File: config.mk
export PLATFORM = sky130hd
export DESIGN_NAME = eeprom_page_prog
export DESIGN_NICKNAME = d
export VERILOG_FILES = /design/src/rtl/pb_pkg.sv /design/src/rtl/pb_fill.sv /design/src/rtl/pb_ram.sv /design/src/rtl/pb_seq.sv /design/src/rtl/eeprom_page_prog.sv
export SDC_FILE = /design/constraint.sdc
export NUM_CORES = 1
export LEC_CHECK = 0
export BUFFER_PORTS_ARGS = -buffer_cell sky130_fd_sc_hd__clkbuf_2
export CORE_MARGIN = 2
export CORE_UTILIZATION = 53
export CTS_CLUSTER_DIAMETER = 150
export DETAILED_ROUTE_END_ITERATION = 12
export PLACE_DENSITY = 0.75
export SYNTH_ARGS = -nofsm -noshare
export SYNTH_HDL_FRONTEND = slang
export SYNTH_HIERARCHICAL = 1
export SYNTH_SLANG_ARGS = --single-unit
File: constraint.sdc
create_clock -name clk -period 2.5 [get_ports clk]
set_clock_uncertainty 0.05 [all_clocks]
set_input_delay 0.5 -clock clk [delete_from_list [all_inputs] [get_ports clk]]
set_output_delay 0.5 -clock clk [all_outputs]
set_load 0.01 [all_outputs]
File: src/rtl/pb_pkg.sv
package pb_pkg;
  typedef enum logic {
    PG_IDLE = 1'b0,
    PG_RUN  = 1'b1
  } pg_state_e;
endpackage

File: src/rtl/pb_fill.sv
// Write index and saturating fill counter for the page buffer.
module pb_fill #(
  parameter int DEPTH = 8,
  parameter bit WRAP  = 1'b1,
  parameter int IDX_W = 3,
  parameter int CNT_W = 4
) (
  input  logic             clk,
  input  logic             rst,
  input  logic             clear,
  input  logic             push,
  output logic             accept,
  output logic [IDX_W-1:0] wr_idx,
  output logic [CNT_W-1:0] cnt
);
  logic full;
  assign full = (cnt == CNT_W'(DEPTH));

  generate
    if (WRAP) begin : g_wrap
      // overflow rolls the index over and overwrites the oldest entry
      assign accept = push;
    end else begin : g_drop
      assign accept = push && !full;
    end
  endgenerate

  always_ff @(posedge clk) begin
    if (rst || clear) begin
      wr_idx <= '0;
      cnt    <= '0;
    end else if (accept) begin
      wr_idx <= wr_idx + 1'b1;
      if (!full) cnt <= cnt + 1'b1;
    end
  end
endmodule

File: src/rtl/pb_ram.sv
// Page storage, one write port and one registered read port.
module pb_ram #(
  parameter int DEPTH  = 8,
  parameter int DATA_W = 8,
  parameter int IDX_W  = 3
) (
  input  logic              clk,
  input  logic              we,
  input  logic [IDX_W-1:0]  waddr,
  input  logic [DATA_W-1:0] wdata,
  input  logic              re,
  input  logic [IDX_W-1:0]  raddr,
  output logic [DATA_W-1:0] rdata
);
  logic [DATA_W-1:0] mem [DEPTH];

  always_ff @(posedge clk) begin
    if (we) mem[waddr] <= wdata;
    if (re) rdata <= mem[raddr];
  end
endmodule

File: src/rtl/pb_seq.sv
// Self-timed sequencer: one array strobe per entry, UNIT_CYCLES apart.
module pb_seq
  import pb_pkg::*;
#(
  parameter int ADDR_W      = 8,
  parameter int IDX_W       = 3,
  parameter int CNT_W       = 4,
  parameter int UNIT_CYCLES = 4,
  parameter int TMR_W       = 2
) (
  input  logic              clk,
  input  logic              rst,
  input  logic              go,
  input  logic [CNT_W-1:0]  cnt,
  input  logic [ADDR_W-1:0] base,
  output logic              busy,
  output logic              arr_we,
  output logic [ADDR_W-1:0] arr_addr,
  output logic              rd_en,
  output logic [IDX_W-1:0]  rd_idx,
  output logic              done
);
  pg_state_e        st;
  logic [CNT_W-1:0] slot;
  logic [TMR_W-1:0] tmr;
  logic             start, run, last_tick, last_slot, adv;

  always_comb begin
    run       = (st == PG_RUN);
    start     = (st == PG_IDLE) && go && (cnt != '0);
    last_tick = (tmr == TMR_W'(UNIT_CYCLES - 1));
    last_slot = (slot == cnt - 1'b1);
    adv       = run && last_tick && !last_slot;
    done      = run && last_tick && last_slot;
    rd_en     = start || adv;
    rd_idx    = start ? '0 : IDX_W'(slot + 1'b1);
  end

  always_ff @(posedge clk) begin
    if (rst) begin
      st       <= PG_IDLE;
      busy     <= 1'b0;
      arr_we   <= 1'b0;
      arr_addr <= '0;
      slot     <= '0;
      tmr      <= '0;
    end else begin
      arr_we <= rd_en;
      if (rd_en)
        arr_addr <= {base[ADDR_W-1:IDX_W], base[IDX_W-1:0] + rd_idx};
      if (start) begin
        st   <= PG_RUN;
        busy <= 1'b1;
        slot <= '0;
        tmr  <= '0;
      end else if (run) begin
        if (last_tick) begin
          tmr <= '0;
          if (last_slot) begin
            st   <= PG_IDLE;
            busy <= 1'b0;
          end else begin
            slot <= slot + 1'b1;
          end
        end else begin
          tmr <= tmr + 1'b1;
        end
      end
    end
  end
endmodule

File: src/rtl/eeprom_page_prog.sv
module eeprom_page_prog #(
  parameter int DEPTH       = 8,
  parameter int ADDR_W      = 8,
  parameter int DATA_W      = 8,
  parameter int UNIT_CYCLES = 4
) (
  input  logic              clk,
  input  logic              rst,
  input  logic              ptr_load,
  input  logic [ADDR_W-1:0] ptr_in,
  input  logic              byte_wr,
  input  logic [DATA_W-1:0] byte_in,
  input  logic              prog_go,
  input  logic              abort,
  output logic              busy,
  output logic              arr_we,
  output logic [ADDR_W-1:0] arr_addr,
  output logic [DATA_W-1:0] arr_data
);
  localparam int IDX_W = $clog2(DEPTH);
  localparam int CNT_W = $clog2(DEPTH + 1);
  localparam int TMR_W = (UNIT_CYCLES > 1) ? $clog2(UNIT_CYCLES) : 1;
  localparam bit WRAP  = (DEPTH > 2);

  logic [ADDR_W-1:0] base_q;
  logic [CNT_W-1:0]  fill_cnt;
  logic [IDX_W-1:0]  wr_idx, rd_idx;
  logic              push, accept, clear, done, rd_en, go;

  // priority: abort > ptr_load > prog_go > byte_wr; all gated while busy
  assign go    = prog_go && !abort && !ptr_load;
  assign push  = byte_wr && !busy && !abort && !ptr_load && !prog_go;
  assign clear = done || (!busy && (abort || ptr_load));

  always_ff @(posedge clk) begin
    if (rst)                    base_q <= '0;
    else if (ptr_load && !busy && !abort) base_q <= ptr_in;
  end

  pb_fill #(.DEPTH(DEPTH), .WRAP(WRAP), .IDX_W(IDX_W), .CNT_W(CNT_W)) u_fill (
    .clk(clk), .rst(rst), .clear(clear), .push(push),
    .accept(accept), .wr_idx(wr_idx), .cnt(fill_cnt)
  );

  pb_ram #(.DEPTH(DEPTH), .DATA_W(DATA_W), .IDX_W(IDX_W)) u_ram (
    .clk(clk), .we(accept), .waddr(wr_idx), .wdata(byte_in),
    .re(rd_en), .raddr(rd_idx), .rdata(arr_data)
  );

  pb_seq #(.ADDR_W(ADDR_W), .IDX_W(IDX_W), .CNT_W(CNT_W),
           .UNIT_CYCLES(UNIT_CYCLES), .TMR_W(TMR_W)) u_seq (
    .clk(clk), .rst(rst), .go(go), .cnt(fill_cnt), .base(base_q),
    .busy(busy), .arr_we(arr_we), .arr_addr(arr_addr),
    .rd_en(rd_en), .rd_idx(rd_idx), .done(done)
  );
endmodule

Word-level counts from Yosys, hierarchy flattened
Memory sizes are Yosys's and may differ from the RTL's. A register that Yosys moved wholly into a read port is not among the register bits.
Cells that the tools add are included.
W data, S select, Z words.
Word-level totals
  memory bits (writable): 64
  logic and storage cells: 65
  input bits: 22
  memories kept: 1
  output and inout port bits: 18
  bits in registers: 32
Cells by class
  equality and inequality tests: 3
  add/subtract/negate cells: 6
  bitwise logic cells: 3
  muxes and demuxes: 12
  reduce and logical (&&, ||, !) cells: 31
Memories
  u_ram.mem: depth 8, bits a word 8, rd ports 1, clocked after Yosys merged registers in 1, write ports 1, RTL line pb_ram.sv:15  | logic [DATA_W-1:0] mem [DEPTH];
Operator list (number)
  $logic_and A1 B1 Y1: 14
  $mux W1: 10
  $add A4 B1 Y4 const B: 2
  $reduce_and A3 Y1: 2
  $reduce_bool A2 Y1: 3
  $logic_not A1 Y1: 5
  $eq A4 B4 Y1: 1
  $eq A4 B4 Y1 const B: 1
  $logic_or A1 B1 Y1: 4
  $reduce_bool A4 Y1: 1
  $sub A4 B1 Y4 const B: 1
  $add A3 B1 Y3 const B: 1
  $add A3 B3 Y3: 1
  $mux W3: 1
  $not A1 Y1: 3
  $add A2 B1 Y2 const B: 1
  $eq A2 B2 Y1 const B: 1
  $mux W2: 1
  $reduce_and A2 Y1: 1
  $reduce_or A2 Y1: 1

Depth between registers and ports, before layout
  depth after elaboration: 7
  depth in mapped cells: 11
  depth with buffers taken out: 11

Cells and area by module
The synthesis kept the hierarchy.
By module, submodules not included
  pb_ram: area an instance 2771.4 sq um, cells each 114, instances 1
  pb_seq: area an instance 892.1 sq um, cells each 98, instances 1
  eeprom_page_prog: area an instance 396.6 sq um, cells each 40, instances 1
  pb_fill: area an instance 362.8 sq um, cells each 37, instances 1

Least setup slack after synthesis
Ideal clock, no wire load.
  kind: input to register
  start: input port ptr_load
  end: register u_ram.rdata[1], read port of u_ram.mem (data pin)
  path slack: -0.002 ns
  buffers on the path: 2
  library setup time: 0.260 ns
  arrival time: 2.192 ns
  stages: 9
  required time: 2.190 ns
  cell sequence: nor2_1 -> and2_1 -> nand2b_1 -> nor2_1 -> nor2_1 -> buf_6 -> buf_12 -> mux4_1 -> mux2_2
Between the ends
  cells in the longest elaborated chain, start to end: 5
  elaborated cells on any way between the ends: 6
  those cells by class: mux (1); reduce/logical (5)
RTL lines
  start: declaration: RTL line eeprom_page_prog.sv:9  | input logic ptr_load,
  $logic_not A1 Y1: RTL line eeprom_page_prog.sv:31  | assign go = prog_go && !abort && !ptr_load;
  $logic_and A1 B1 Y1: RTL line eeprom_page_prog.sv:31
  net go: RTL line eeprom_page_prog.sv:28  | logic push, accept, clear, done, rd_en, go;
  $logic_and A1 B1 Y1 (2 in a row): RTL line pb_seq.sv:30  | start = (st == PG_IDLE) && go && (cnt != '0);
  $mux W3: RTL line pb_seq.sv:36  | rd_idx = start ? '0 : IDX_W'(slot + 1'b1);
  net rd_idx[0]: RTL line eeprom_page_prog.sv:27  | logic [IDX_W-1:0] wr_idx, rd_idx;
  end: declaration: RTL line pb_ram.sv:13  | output logic [DATA_W-1:0] rdata
The timed path passes the listed nets, and every way through them passes these cells.
A chain may end at the register's enable or synchronous reset.

Worst setup path after layout
  start: register u_fill.cnt[1]
  end: register u_ram.rdata[1], read port of u_ram.mem (data pin)
Between the ends
  elaborated cells on any way between the ends: 8
  those cells by class: add/sub (1); eq/ne (1); mux (1); reduce/logical (5)
RTL lines
  start: declaration: RTL line pb_fill.sv:14  | output logic [CNT_W-1:0] cnt
  start signal: assignment: RTL line pb_fill.sv:34  | if (!full) cnt <= cnt + 1'b1;
  $reduce_bool A4 Y1: RTL line pb_seq.sv:30
  $logic_and A1 B1 Y1: RTL line pb_seq.sv:30
  $mux W3: RTL line pb_seq.sv:36
  net rd_idx[0]: RTL line eeprom_page_prog.sv:27
The timed path passes the listed nets, and every way through them passes these cells.

==> impl_metrics.env <==
export IMPL_ys_top_cells_by_area="sky130_fd_sc_hd__edfxtp_1, sky130_fd_sc_hd__dfxtp_1, sky130_fd_sc_hd__mux4_1, sky130_fd_sc_hd__mux2i_1, sky130_fd_sc_hd__nand2b_1"
export IMPL_final_antenna_net_count=0
export IMPL_multi_input_comb_area_sq_mm=0.00150
export IMPL_cts_sinks=104
export IMPL_cts_hold_buffers_added=0
export IMPL_clock_root_buffer="sky130_fd_sc_hd__clkbuf_8"
export IMPL_synth_seq_area_share=0.634
export IMPL_clock_path_buffers=2
export IMPL_clock_tree_htree_level_count=3
export IMPL_fillCellCount=602
export IMPL_final_routed_wire_length_divided_by_cell_count_um=16.8
export IMPL_1st_iter_drt_viols=121
export IMPL_r2r_end="u_ram/rdata[1]$_DFFE_PP_"
export IMPL_dp_hpwl_mm=5.10
export IMPL_path_clk_slew_ns=0.10
export IMPL_floorplan_die_area_sq_mm=0.00909
export IMPL_die_width_um=95.4
export IMPL_ff_latch_area_sq_mm=0.00280
export IMPL_maximum_number_of_pins_on_one_net_before_global_route_repair=31
export IMPL_vias_per_cell=5.35
export IMPL_max_freq_mhz=409
export IMPL_tritoncts="done"
export IMPL_fin_util=0.627
export IMPL_route_final_wire_length_mm=7.80
export IMPL_rr_worst_depth=9
export IMPL_dpl_cell_area_sq_mm=0.00488
export IMPL_worst_path_largest_cell_delay_ns=0.54
export IMPL_required_ns=2.57
export IMPL_post_synth_and_or_nand_nor_area_fraction=0.0990
export IMPL_port_buffers=39
export IMPL_synth_largest_area_cell="sky130_fd_sc_hd__edfxtp_1"
export IMPL_n_antenna_cell=0
export IMPL_yosys_mux_area_fraction=0.151
export IMPL_cts_buffers=9
export IMPL_finalCritPeriodShare=0.978
export IMPL_io_pins=40
export IMPL_grt_use_total=0.182
export IMPL_vias=2482
export IMPL_drive_gt1_frac=0.295
export IMPL_drcViolationCount=0
export IMPL_synth_lib_cells_used_distinct=45
export IMPL_core_area_sq_mm=0.00813
export IMPL_synthDominantCellAreaShare=0.489
export IMPL_r2r_setup_slack_ns=0.05
export IMPL_initial_utilization=0.544
export IMPL_globalRouteOverflowTotal=0
export IMPL_yosysWarningCount=6
export IMPL_instances_no_fill=464
export IMPL_row_count=33
export IMPL_cellLeakagePower_nw=1.89
export IMPL_timing_final_max_slew_violations=0
export IMPL_setup_cp_type="register to register"
export IMPL_tightestPinTransition_ns=0.479
export IMPL_area_share_of_fa_ha_maj_cells_after_synthesis=0.0243
export IMPL_post_layout_nets=384
export IMPL_number_of_antenna_violations_at_the_first_check_in_global_routing=0
export IMPL_drv_cap=0
export IMPL_timing_max_slew_rel_slack=0.681
export IMPL_synth_cell_area_sq_mm=0.00442
export IMPL_ff_to_ff_start="u_fill/cnt[1]$_SDFFE_PP0P_"
export IMPL_min_period_ns=2.45
export IMPL_power_ir_vdd_worst_mv=0.251
export IMPL_min_path_type="input port to register"
export IMPL_globalplace_congestion=0.826
export IMPL_end_kind="register"
export IMPL_dp_slack_ns=-0.0853
export IMPL_ys_seq_elements=104
export IMPL_grt_pass1_wl_mm=12.0
export IMPL_hold_end="base_q[6]$_SDFFE_PP0P_"
export IMPL_die_height_um=95.4
export IMPL_crit_chain="inv_1 > ha_2 > nor3b_4 > buf_6 > nor2_2 > nor2_4 > clkbuf_16 > mux4_1 > mux2_2"
export IMPL_cp_slowest_cell="sky130_fd_sc_hd__mux4_1"
export IMPL_synth_compound_area_frac=0.0306
export IMPL_timing_final_hold_violations=0
export IMPL_path_max_fanout=8
export IMPL_synth_top_family_by_area="multiplexers"
export IMPL_syn_area_per_cell_sq_um=15.3
export IMPL_clk_latency_ns=0.36
export IMPL_numPlacedInstances=447
export IMPL_critical_path_arrival_ns=2.51
export IMPL_synth_nets=319
export IMPL_run_status="finished clean"
export IMPL_syn_inst=289
export IMPL_grt_pass1_vias=2419
export IMPL_min_from="ptr_in[6]"
export IMPL_firstDrtPassIters=4
export IMPL_setup_violation_total_in_the_final_timing_report=0
export IMPL_postLayoutCellArea_sq_mm=0.00510
export IMPL_area_growth_syn_to_layout_pct=15.3
export IMPL_synthXorXnorAreaFrac=0.0334
export IMPL_postLayoutSetupSlackWorst_ns=0.0549
export IMPL_cp_launch_type="register"
export IMPL_hold_path_depth=3
export IMPL_cellPowerDensity_mw_per_mm2=573
==> Yosys cell counts <==
| cell type | n |
|---|---|
| sky130_fd_sc_hd__edfxtp_1 | 72 |
| sky130_fd_sc_hd__dfxtp_1 | 32 |
| sky130_fd_sc_hd__nor2_1 | 30 |
| sky130_fd_sc_hd__nand2b_1 | 20 |
| sky130_fd_sc_hd__mux2i_1 | 16 |
| sky130_fd_sc_hd__mux4_1 | 15 |
| sky130_fd_sc_hd__xnor2_1 | 11 |
| sky130_fd_sc_hd__nand2_1 | 9 |
| sky130_fd_sc_hd__inv_1 | 8 |
| sky130_fd_sc_hd__mux2_2 | 8 |
| sky130_fd_sc_hd__nor3_1 | 8 |
| sky130_fd_sc_hd__a21oi_1 | 7 |
| sky130_fd_sc_hd__ha_1 | 7 |
| sky130_fd_sc_hd__buf_2 | 3 |
| sky130_fd_sc_hd__buf_6 | 3 |
| sky130_fd_sc_hd__clkbuf_1 | 3 |
| sky130_fd_sc_hd__o21ai_0 | 3 |
| sky130_fd_sc_hd__xor2_1 | 3 |
| sky130_fd_sc_hd__a211oi_1 | 2 |
| sky130_fd_sc_hd__and2_1 | 2 |
| sky130_fd_sc_hd__nand3_1 | 2 |
| sky130_fd_sc_hd__nand4_1 | 2 |
| sky130_fd_sc_hd__a211o_1 | 1 |
| sky130_fd_sc_hd__a211oi_2 | 1 |
| sky130_fd_sc_hd__a311o_1 | 1 |
| sky130_fd_sc_hd__a41o_1 | 1 |
| sky130_fd_sc_hd__and3_1 | 1 |
| sky130_fd_sc_hd__and4_1 | 1 |
| sky130_fd_sc_hd__buf_1 | 1 |
| sky130_fd_sc_hd__buf_12 | 1 |
| sky130_fd_sc_hd__buf_4 | 1 |
| sky130_fd_sc_hd__fa_1 | 1 |
| sky130_fd_sc_hd__inv_2 | 1 |
| sky130_fd_sc_hd__mux4_2 | 1 |
| sky130_fd_sc_hd__nand3b_4 | 1 |
| sky130_fd_sc_hd__nand4b_1 | 1 |
| sky130_fd_sc_hd__nor2b_1 | 1 |
| sky130_fd_sc_hd__nor3b_1 | 1 |
| sky130_fd_sc_hd__nor3b_2 | 1 |
| sky130_fd_sc_hd__o21bai_1 | 1 |
| sky130_fd_sc_hd__o31ai_4 | 1 |
| sky130_fd_sc_hd__or2_1 | 1 |
| sky130_fd_sc_hd__or2_2 | 1 |
| sky130_fd_sc_hd__or3b_1 | 1 |
| sky130_fd_sc_hd__xor3_2 | 1 |
==> metal layers <==
metal | share of wire | wire, um | GRT usage | up-vias
met5 | 0 | 0 | 0 | -
met4 | 0.015 | 116 | 0.0725 | 0
met3 | 0.036 | 281 | 0.0340 | 9
met2 | 0.50 | 3890 | 0.300 | 52
met1 | 0.45 | 3510 | 0.240 | 1218
li1 | - | - | - | 1203
==> through the flow <==
step	power (mW)	setup TNS (ns)	hold slack, ns
detailed placement	1.97	-0.467	0.415
floorplan	1.93	0	0.397
finish	2.92	0	0.321
CTS	2.95	0	0.302
global placement	1.97	0	0.410
global route	3.03	-0.214	0.309
==> kinds of logic (layout without fill, tap and decap cells) <==
group           after synthesis  count (layout)
fa+ha+maj                     8               8
buf+inv                      21              91
flops                       104             104
compound gates               18              18
simple gates                 83              83
mux                          40              40
xor+xnor                     15              15
==> flip-flops by register name, summed over array words and instances, names as in the netlist <==
name            flops
u_seq/run           1
u_fill/cnt          4
u_ram/rdata         8
u_seq/slot          4
u_seq/busy          1
base_q              8
u_seq/tmr           2
u_seq/arr_addr      8
u_ram/mem          64
u_fill/wr_idx       3
u_seq/arr_we        1
==> how the worst max path moves through the flow <==
stage	end	from	slack, ns
6_report	u_ram/rdata[1]$_DFFE_PP_	u_fill/cnt[1]$_SDFFE_PP0P_	0.05
5_1_grt	u_seq/arr_addr[2]$_SDFFE_PP0P_	u_fill/cnt[0]$_SDFFE_PP0P_	-0.04
4_1_cts	u_ram/rdata[2]$_DFFE_PP_	u_fill/cnt[1]$_SDFFE_PP0P_	0.02
3_5_place_dp	u_ram/rdata[2]$_DFFE_PP_	abort	-0.09
3_3_place_gp	u_ram/rdata[6]$_DFFE_PP_	abort	0.0001
2_1_floorplan	u_ram/rdata[1]$_DFFE_PP_	u_fill/cnt[0]$_SDFFE_PP0P_	0.0005
==> final cells by class <==
type                       count  area share
multi-input combinational    164       0.294
tap                          105      0.0258
timing repair buffer          66      0.0871
clock inverter                 5     0.00687
sequential                   104       0.550
clock buffer                  11      0.0299
inverter                       9     0.00662
==> where the power goes <==
group	total [mW]	leakage [nW]	switching, mW	internal [mW]
logic	0.0834	0.887	0.0454	0.0381
clock network	0.991	0.100	0.560	0.430
registers	1.85	0.906	0.00476	1.84
total	2.92	1.89	0.611	2.31
==> critical path: cells and delay by family, from the launching register on <==
kind	cells	cell delay (ns)
flops	1	0.33
fa+ha+maj	1	0.17
mux	2	0.82
simple gates	3	0.45
buf+inv	3	0.38
==> what timing repair did <==
item | CTS | global route
gates cloned | 0 | 1
pin swaps | 0 | 1
gates resized for setup | 1 | 10
setup endpoints to repair | 8 | 9
buffers inserted | 0 | 0
==> cells in the final DEF, fill, tap and decap left out, types with 9 or more instances in the layout <==
master	Yosys	routed
sky130_fd_sc_hd__edfxtp_1	72	72
sky130_fd_sc_hd__clkbuf_8	0	9
sky130_fd_sc_hd__dfxtp_1	32	32
sky130_fd_sc_hd__buf_4	1	23
sky130_fd_sc_hd__mux2i_1	16	16
sky130_fd_sc_hd__mux4_1	15	10
sky130_fd_sc_hd__nor2_1	30	28
sky130_fd_sc_hd__xnor2_1	11	11
sky130_fd_sc_hd__nand2_1	9	9
sky130_fd_sc_hd__clkbuf_2	0	39
sky130_fd_sc_hd__nand2b_1	20	20
(Power assumes the default switching activity.)
